[src/rtl/uart_irq_pkg.sv]
package uart_irq_pkg;

  localparam int IER_W = 4;
  localparam int LAT_N = 4;

  // latched-source indices (transmit-empty is kept separately)
  localparam int L_LINE = 0;
  localparam int L_RXD  = 1;
  localparam int L_TMO  = 2;
  localparam int L_MDM  = 3;

  // enable bit positions
  localparam int E_RXD  = 0;
  localparam int E_THRE = 1;
  localparam int E_LINE = 2;
  localparam int E_MDM  = 3;

  localparam logic [3:0] CODE_NONE = 4'h1;
  localparam logic [3:0] CODE_LINE = 4'h6;
  localparam logic [3:0] CODE_RXD  = 4'h4;
  localparam logic [3:0] CODE_TMO  = 4'hC;
  localparam logic [3:0] CODE_THRE = 4'h2;
  localparam logic [3:0] CODE_MDM  = 4'h0;

  typedef struct packed {
    logic mdm;
    logic thre;
    logic tmo;
    logic rxd;
    logic line;
  } act_t;

  function automatic logic [3:0] pick_code(act_t a);
    logic [3:0] c;
    if (a.line)      c = CODE_LINE;
    else if (a.rxd)  c = CODE_RXD;
    else if (a.tmo)  c = CODE_TMO;
    else if (a.thre) c = CODE_THRE;
    else if (a.mdm)  c = CODE_MDM;
    else             c = CODE_NONE;
    return c;
  endfunction

  function automatic logic [7:0] ident_byte(logic [3:0] code, logic fifo_on);
    return {fifo_on, fifo_on, 2'b00, code};
  endfunction

endpackage

[src/rtl/uart_irq_flag.sv]
module uart_irq_flag (
  input  logic clk,
  input  logic rst_n,
  input  logic set_i,
  input  logic clr_i,
  output logic pend_o
);
  always_ff @(posedge clk or negedge rst_n) begin
    if (!rst_n)      pend_o <= 1'b0;
    else if (set_i)  pend_o <= 1'b1;
    else if (clr_i)  pend_o <= 1'b0;
  end
endmodule

[src/rtl/uart_irq_thre.sv]
module uart_irq_thre (
  input  logic clk,
  input  logic rst_n,
  input  logic empty_i,
  input  logic en_i,
  input  logic en_rise_i,
  input  logic ack_i,
  output logic set_o,
  output logic pend_o
);
  logic empty_q;

  always_ff @(posedge clk or negedge rst_n) begin
    if (!rst_n) empty_q <= 1'b0;
    else        empty_q <= empty_i;
  end

  assign set_o = empty_i & ((~empty_q & en_i) | en_rise_i);

  always_ff @(posedge clk or negedge rst_n) begin
    if (!rst_n)                   pend_o <= 1'b0;
    else if (set_o)               pend_o <= 1'b1;
    else if (ack_i || !empty_i)   pend_o <= 1'b0;
  end
endmodule

[src/rtl/uart_irq_prio.sv]
module uart_irq_prio
  import uart_irq_pkg::*;
#(
  parameter int REG_W = 8
) (
  input  act_t             act_i,
  input  logic             fifo_en_i,
  output logic [3:0]       code_o,
  output logic [REG_W-1:0] iir_o
);
  localparam int PAD_W = REG_W - 8;

  assign code_o = pick_code(act_i);

  generate
    if (PAD_W > 0) begin : g_pad
      assign iir_o = {{PAD_W{1'b0}}, ident_byte(code_o, fifo_en_i)};
    end else begin : g_nopad
      assign iir_o = ident_byte(code_o, fifo_en_i);
    end
  endgenerate
endmodule

[src/rtl/uart_irq_ident.sv]
module uart_irq_ident
  import uart_irq_pkg::*;
#(
  parameter int REG_W = 8
) (
  input  logic             clk,
  input  logic             rst_n,
  input  logic             ier_wr_i,
  input  logic [IER_W-1:0] ier_wdata_i,
  input  logic             fifo_en_i,
  input  logic             mcr_out2_i,
  input  logic             lsr_evt_i,
  input  logic             rxd_evt_i,
  input  logic             tmo_evt_i,
  input  logic             msr_evt_i,
  input  logic             thr_empty_i,
  input  logic             rd_data_i,
  input  logic             rd_lsr_i,
  input  logic             rd_msr_i,
  input  logic             rd_iir_i,
  output logic [REG_W-1:0] iir_o,
  output logic [REG_W-1:0] ier_o,
  output logic             irq_o
);
  localparam int ZPAD = REG_W - IER_W;

  logic [IER_W-1:0] ier_q;
  logic [LAT_N-1:0] lat_set, lat_clr, lat_pend;
  logic             thre_set_w, thre_pend_w, thre_ack_w, thre_en_rise_w;
  logic [3:0]       code_w;
  act_t             act_w;

  always_ff @(posedge clk or negedge rst_n) begin
    if (!rst_n)        ier_q <= '0;
    else if (ier_wr_i) ier_q <= ier_wdata_i;
  end
  assign ier_o = {{ZPAD{1'b0}}, ier_q};

  assign lat_set[L_LINE] = lsr_evt_i;
  assign lat_set[L_RXD]  = rxd_evt_i;
  assign lat_set[L_TMO]  = tmo_evt_i;
  assign lat_set[L_MDM]  = msr_evt_i;
  assign lat_clr[L_LINE] = rd_lsr_i;
  assign lat_clr[L_RXD]  = rd_data_i;
  assign lat_clr[L_TMO]  = rd_data_i;
  assign lat_clr[L_MDM]  = rd_msr_i;

  genvar g;
  generate
    for (g = 0; g < LAT_N; g++) begin : g_src
      uart_irq_flag u_flag (
        .clk   (clk),
        .rst_n (rst_n),
        .set_i (lat_set[g]),
        .clr_i (lat_clr[g]),
        .pend_o(lat_pend[g])
      );
    end
  endgenerate

  assign thre_en_rise_w = ier_wr_i & ier_wdata_i[E_THRE] & ~ier_q[E_THRE];
  assign thre_ack_w     = rd_iir_i & (code_w == CODE_THRE);

  uart_irq_thre u_thre (
    .clk      (clk),
    .rst_n    (rst_n),
    .empty_i  (thr_empty_i),
    .en_i     (ier_q[E_THRE]),
    .en_rise_i(thre_en_rise_w),
    .ack_i    (thre_ack_w),
    .set_o    (thre_set_w),
    .pend_o   (thre_pend_w)
  );

  assign act_w.line = lat_pend[L_LINE] & ier_q[E_LINE];
  assign act_w.rxd  = lat_pend[L_RXD]  & ier_q[E_RXD];
  assign act_w.tmo  = lat_pend[L_TMO]  & ier_q[E_RXD];
  assign act_w.thre = thre_pend_w      & ier_q[E_THRE];
  assign act_w.mdm  = lat_pend[L_MDM]  & ier_q[E_MDM];

  uart_irq_prio #(.REG_W(REG_W)) u_prio (
    .act_i    (act_w),
    .fifo_en_i(fifo_en_i),
    .code_o   (code_w),
    .iir_o    (iir_o)
  );

  assign irq_o = ~iir_o[0] & mcr_out2_i;
endmodule

[config.mk]
export PLATFORM = sky130hd
export DESIGN_NAME = uart_irq_ident
export DESIGN_NICKNAME = d
export VERILOG_FILES = /design/src/rtl/uart_irq_pkg.sv /design/src/rtl/uart_irq_flag.sv /design/src/rtl/uart_irq_thre.sv /design/src/rtl/uart_irq_prio.sv /design/src/rtl/uart_irq_ident.sv
export SDC_FILE = /design/constraint.sdc
export NUM_CORES = 1
export LEC_CHECK = 0
export CORE_MARGIN = 2
export CORE_UTILIZATION = 30
export DETAILED_ROUTE_END_ITERATION = 10
export PLACE_DENSITY = 0.74
export SETUP_SLACK_MARGIN = 0.1
export SLEW_MARGIN = 20
export SYNTH_ARGS = -nofsm -noshare
export SYNTH_HDL_FRONTEND = slang
export SYNTH_SLANG_ARGS = --single-unit
[constraint.sdc]
create_clock -name clk -period 0.9 [get_ports clk]
set_input_delay 0.18 -clock clk [delete_from_list [all_inputs] [get_ports clk]]
set_output_delay 0.18 -clock clk [all_outputs]
set_load 0.05 [all_outputs]
=== Word-level counts from Yosys, hierarchy flattened ===
Cells that the tools add are included.

* Flip-flop bits (word level): 10
* Bits of input ports: 18
* Word-level logic and storage cells: 44

* Equal/unequal tests: 1
* Muxes and demuxes: 14
* Bitwise gates (word level): 15
* Reduce and logical (&&, ||, !) cells: 7

{| class="wikitable"
|+ Operators by type and width
! operator !! count
|-
| 4-bit two-way mux || 4
|-
| 1-bit bitwise AND || 11
|-
| 1-bit two-way mux || 10
|-
| 2-bit nonzero test || 5
|-
| 4-bit by 2-bit == test with 1-bit output (second input constant) || 1
|-
| 1-bit NOT || 3
|-
| 1-bit zero test || 1
|-
| 1-bit logical OR || 1
|-
| 1-bit bitwise OR || 1
|}

=== Depth between registers and ports, before layout ===
* Depth in word-level cells: 11
* Depth in mapped cells: 3
* Depth with buffers taken out: 3

=== Cells and area by module ===
A second synthesis with hierarchy kept.

* Cells, all modules: 56
* Area, all modules: 564.3 µm²

{| class="wikitable"
|+ Modules (own cells, without submodules)
! module !! times used !! cells each !! area each (µm²) !! seq. area each (µm²)
|-
| uart_irq_ident || 1 || 24 || 235.2 || 100.1
|-
| uart_irq_flag || 4 || 3 || 36.3 || 25.0
|-
| uart_irq_prio || 1 || 14 || 105.1 || 0.0
|-
| uart_irq_thre || 1 || 6 || 78.8 || 50.0
|}

=== Least setup slack after synthesis ===
No wires, ideal clock.

* Path kind: reg2out
* From: reg ier_q[2]
* To: out iir_o[0]
* Data arrival time: 1.849 ns
* Data required time: 0.720 ns
* Setup slack: -1.129 ns
* Cell stages (with the launch flop): 4
* Cells stage by stage: dfrtp_1 nand2_1 nand2_1 nor2_1

* Cells in the longest elaborated chain, start to end: 2

{| class="wikitable"
|+ Ends and longest elaborated chain
! element !! line !! source
|-
| from (decl) || uart_irq_ident.sv:27 || <nowiki>logic [IER_W-1:0] ier_q;</nowiki>
|-
| from (signal assigned) || uart_irq_ident.sv:35 || <nowiki>else if (ier_wr_i) ier_q <= ier_wdata_i;</nowiki>
|-
| 1-bit bitwise AND || uart_irq_ident.sv:75 || <nowiki>assign act_w.line = lat_pend[L_LINE] & ier_q[E_LINE];</nowiki>
|-
| 4-bit two-way mux || uart_irq_pkg.sv:35 || <nowiki>if (a.line) c = CODE_LINE;</nowiki>
|-
| to (decl) || uart_irq_ident.sv:21 || <nowiki>output logic [REG_W-1:0] iir_o,</nowiki>
|}

Every way passes these cells.

=== Worst setup path in the final report ===
* From: reg ier_q[3]
* To: out irq_o

* Cells in the longest elaborated chain, start to end: 8

{| class="wikitable"
|+ Ends and longest elaborated chain
! element !! line !! source
|-
| 1-bit bitwise AND || uart_irq_ident.sv:79 || <nowiki>assign act_w.mdm = lat_pend[L_MDM] & ier_q[E_MDM];</nowiki>
|-
| 1-bit two-way mux || uart_irq_pkg.sv:39 || <nowiki>else if (a.mdm) c = CODE_MDM;</nowiki>
|-
| 4-bit two-way mux || uart_irq_pkg.sv:38 || <nowiki>else if (a.thre) c = CODE_THRE;</nowiki>
|-
| 4-bit two-way mux || uart_irq_pkg.sv:37 || <nowiki>else if (a.tmo) c = CODE_TMO;</nowiki>
|-
| 4-bit two-way mux || uart_irq_pkg.sv:36 || <nowiki>else if (a.rxd) c = CODE_RXD;</nowiki>
|-
| 4-bit two-way mux || uart_irq_pkg.sv:35 ||
|-
| 1-bit NOT || uart_irq_ident.sv:88 || <nowiki>assign irq_o = ~iir_o[0] & mcr_out2_i;</nowiki>
|-
| 1-bit bitwise AND || uart_irq_ident.sv:88 ||
|-
| to (decl) || uart_irq_ident.sv:23 || <nowiki>output logic irq_o</nowiki>
|}

Every way passes these cells.

==> impl_results.md <==
* CP endpoint kind: output pin
* Via count at 458
* Fmax at 667.5 MHz
* CTS tree: yes
* Slew Limit Fails at 0
* Main combinational cell family by area after synthesis: compound AO/OA/AOI/OAI gates
* Startpoint types: flip-flop
* Area growth syn-to-layout at 109.8%
* Setup Viol. Count Final at 15
* Clock Skews at 0.004473 ns
* Post-Syn Area at 495.5 um2
* Share of cells above drive strength 1 at 0.5529
* Antenna fix cells at 0
* RSZ-0062 raised after global routing: yes
* Placed Cells at 93
* CP Class: reg -> out
* Post-synthesis adder-cell area fraction at 0
* WHS at 0.1962 ns
* Vias per std cell at 4.535
* Antenna violations before repair at 0
* Crit share post-route at 1.665
* Critical-path top delay cell: dfrtp_2
* Crit Path Max Fanout at 2
* Clk pin slew, worst setup/hold paths at 0.07 ns
* Dpl ws at -0.3942 ns
* Setup TNS at -3.987 ns
* First-pass GRT wire length at 2.007 mm
* CP endpoint: irq_o
* Layout Utilization at 0.6823
* Simple-gate area share of the yosys netlist at 0.06313
* Path type of the worst min-delay path: in -> async
* Netlist cell types at 16
* CTS max path bufs at 2
* Die width at 44.64 um
* DRT Pass-1 Iters at 1
* Synth Register Bits at 10
* Maxcap violations at 0
* Largest net degree at the start of global routing at 11
* P_leak at 0.4810 nW
* Worst r2r src: g_src[2].u_flag.pend_o$_DFFE_PN0P_
* CP peak stage delay at 0.41 ns
* IO Count at 35
* Tot Pwr at 1.669 mW
* R2R cell count at 4
* Worst setup margin at -0.5981 ns
* Hold buffer count at cts at 0
* CTS Buf Count at 3
* Avg Inst Size Synth at 11.01 um2
* Hold Vio Cnt, Final at 0
* Worst Path Arrival at 1.32 ns
* Crit path required time at 0.72 ns
* Total Nets Final at 104
* Syn Inst Count at 45
* Die H at 44.64 um
* Finished Layout Cells at 101
* RR Endpoint: u_thre.pend_o$_DFFE_PN0P_
* Synth Area in XOR/XNOR at 0
* Number of H-tree levels at 1
* CP Cell Sequence: a22o_4, o21a_4, buf_12
* Routed wire length at 1.273 mm
* Placed cell areas at 913.4 um2
* Initial Utilization at 0.3251
* Drt first-iter violations at 0
* Failing checks: setup timing
* CTS Root Cell: clkbuf_4
* Rows at 14
* DRC Markers at 0
* Critical Path Start: ier_q[3]$_DFFE_PN0P_
* Setup slack, reg-to-reg at -0.24 ns
* Sink Count at 10
* GRT Resource Usage Total at 0.1470
* Post-synthesis sequential area ratio at 0.5051
* Most frequent cells in the layout: clkdlybuf4s50_1, buf_12, buf_6, buf_4, dfrtp_1
* CP delay by family, top: compound AO/OA/AOI/OAI gates
* Mux share of post-synthesis cell area at 0.09091
* Max VDD drop at 1083 uV
* Area fraction in compound gates after synthesis at 0.1667
* Clock Latency Late Sink at 0.26 ns
* Die area at 1993 um2
* Pwr per Cell Area at 1605 nW/um2
* GRT Residual Overflow at 0
* Routed wire per std cell at 12.60 um
* Commonest non-fill, non-tap cell in the layout: clkdlybuf4s50_1
* Tmin final at 1.498 ns
* CP Buf/Inv Count at 1
* Synth warn at 0
* Critical Path Stages at 3
* Antenna viol nets, final at 0
* PortBufs at 25
* Core box area at 1524 um2
* Status: complete, but fails checks
* GPL Wtd Cong at 0.6643
* Final instance area at 1040 um2
* Vias in the first global route at 493
## cells in the mapped netlist
cell	n	area, um2
a22o_1	1	8.760
buf_4	9	67.56
o21ai_2	1	8.760
a21o_1	3	22.52
nor2_1	1	3.750
o21a_1	2	15.01
conb_1	1	3.750
a41oi_1	1	8.760
and4b_2	1	11.26
inv_1	4	15.01
mux2_2	4	45.04
a21o_2	1	8.760
nand2_1	3	11.26
dfrtp_1	10	250.2
a21oi_1	2	10.01
nand3_1	1	5.000
## sequential cells by signal, indices dropped and copies added (netlist names)
name	cells
ier_q	4
u_thre.empty_q	1
u_thre.pend_o	1
g_src.u_flag.pend_o	4
## area by class of cell
cell class	count	area [um2]
clock buffer	4	36.28
fill	121	484.2
inverter	4	15.01
multi-input combinational	27	245.2
sequential	10	254.0
tap	16	20.02
timing repair buffer	40	469.2
## logic make-up after synthesis
logic type,count (synthesis)
compound gates,11
simple gates,6
mux,4
flops,10
other cells,1
buf+inv,13
## power breakdown
group          leakage [nW]  switching [mW]  internal (mW)  total (mW)
clock network        0.0210           0.152          0.246       0.398
logic                 0.349           0.367          0.379       0.745
registers             0.111          0.0363          0.489       0.526
total                 0.481           0.555           1.11        1.67
## metal layers
metal  vias to the layer above  global-route usage  routed length [um]  share of wire
met4                         0             0.09091                   0              0
met3                         0             0.03673                  87          0.068
met1                       217              0.1371                 459           0.36
met2                        26              0.2783                 726           0.57
met5                         -                   0                   0              0
li1                        215                   -                   -              -
## worst min path at each step
| stage | cells after the start | slack [ns] | from | end |
|---|---|---|---|---|
| 2_1_floorplan | 0 | -0.12 | rst_n | g_src[0].u_flag.pend_o$_DFFE_PN0P_ |
| 3_3_place_gp | 0 | 0.36 | fifo_en_i | iir_o[7] |
| 3_5_place_dp | 0 | 0.36 | fifo_en_i | iir_o[7] |
| 4_1_cts | 2 | 0.19 | rst_n | g_src[2].u_flag.pend_o$_DFFE_PN0P_ |
| 5_1_grt | 2 | 0.20 | rst_n | u_thre.pend_o$_DFFE_PN0P_ |
| 6_report | 2 | 0.20 | rst_n | u_thre.pend_o$_DFFE_PN0P_ |
## worst reg2reg max path: cells and delay by family (launching register included)
| kind | cells | cell delay [ns] |
|---|---|---|
| buffers and inverters | 1 | 0.13 |
| AO/OA/AOI/OAI | 3 | 0.49 |
| flip-flops | 1 | 0.41 |
## repair_timing
| item | in CTS | in global routing |
|---|---|---|
| setup buffers | 5 | 6 |
| pin swaps | 4 | 5 |
| resized for setup | 11 | 8 |
| setup endpoints to repair | 16 | 17 |
(Power assumes the default switching activity.)
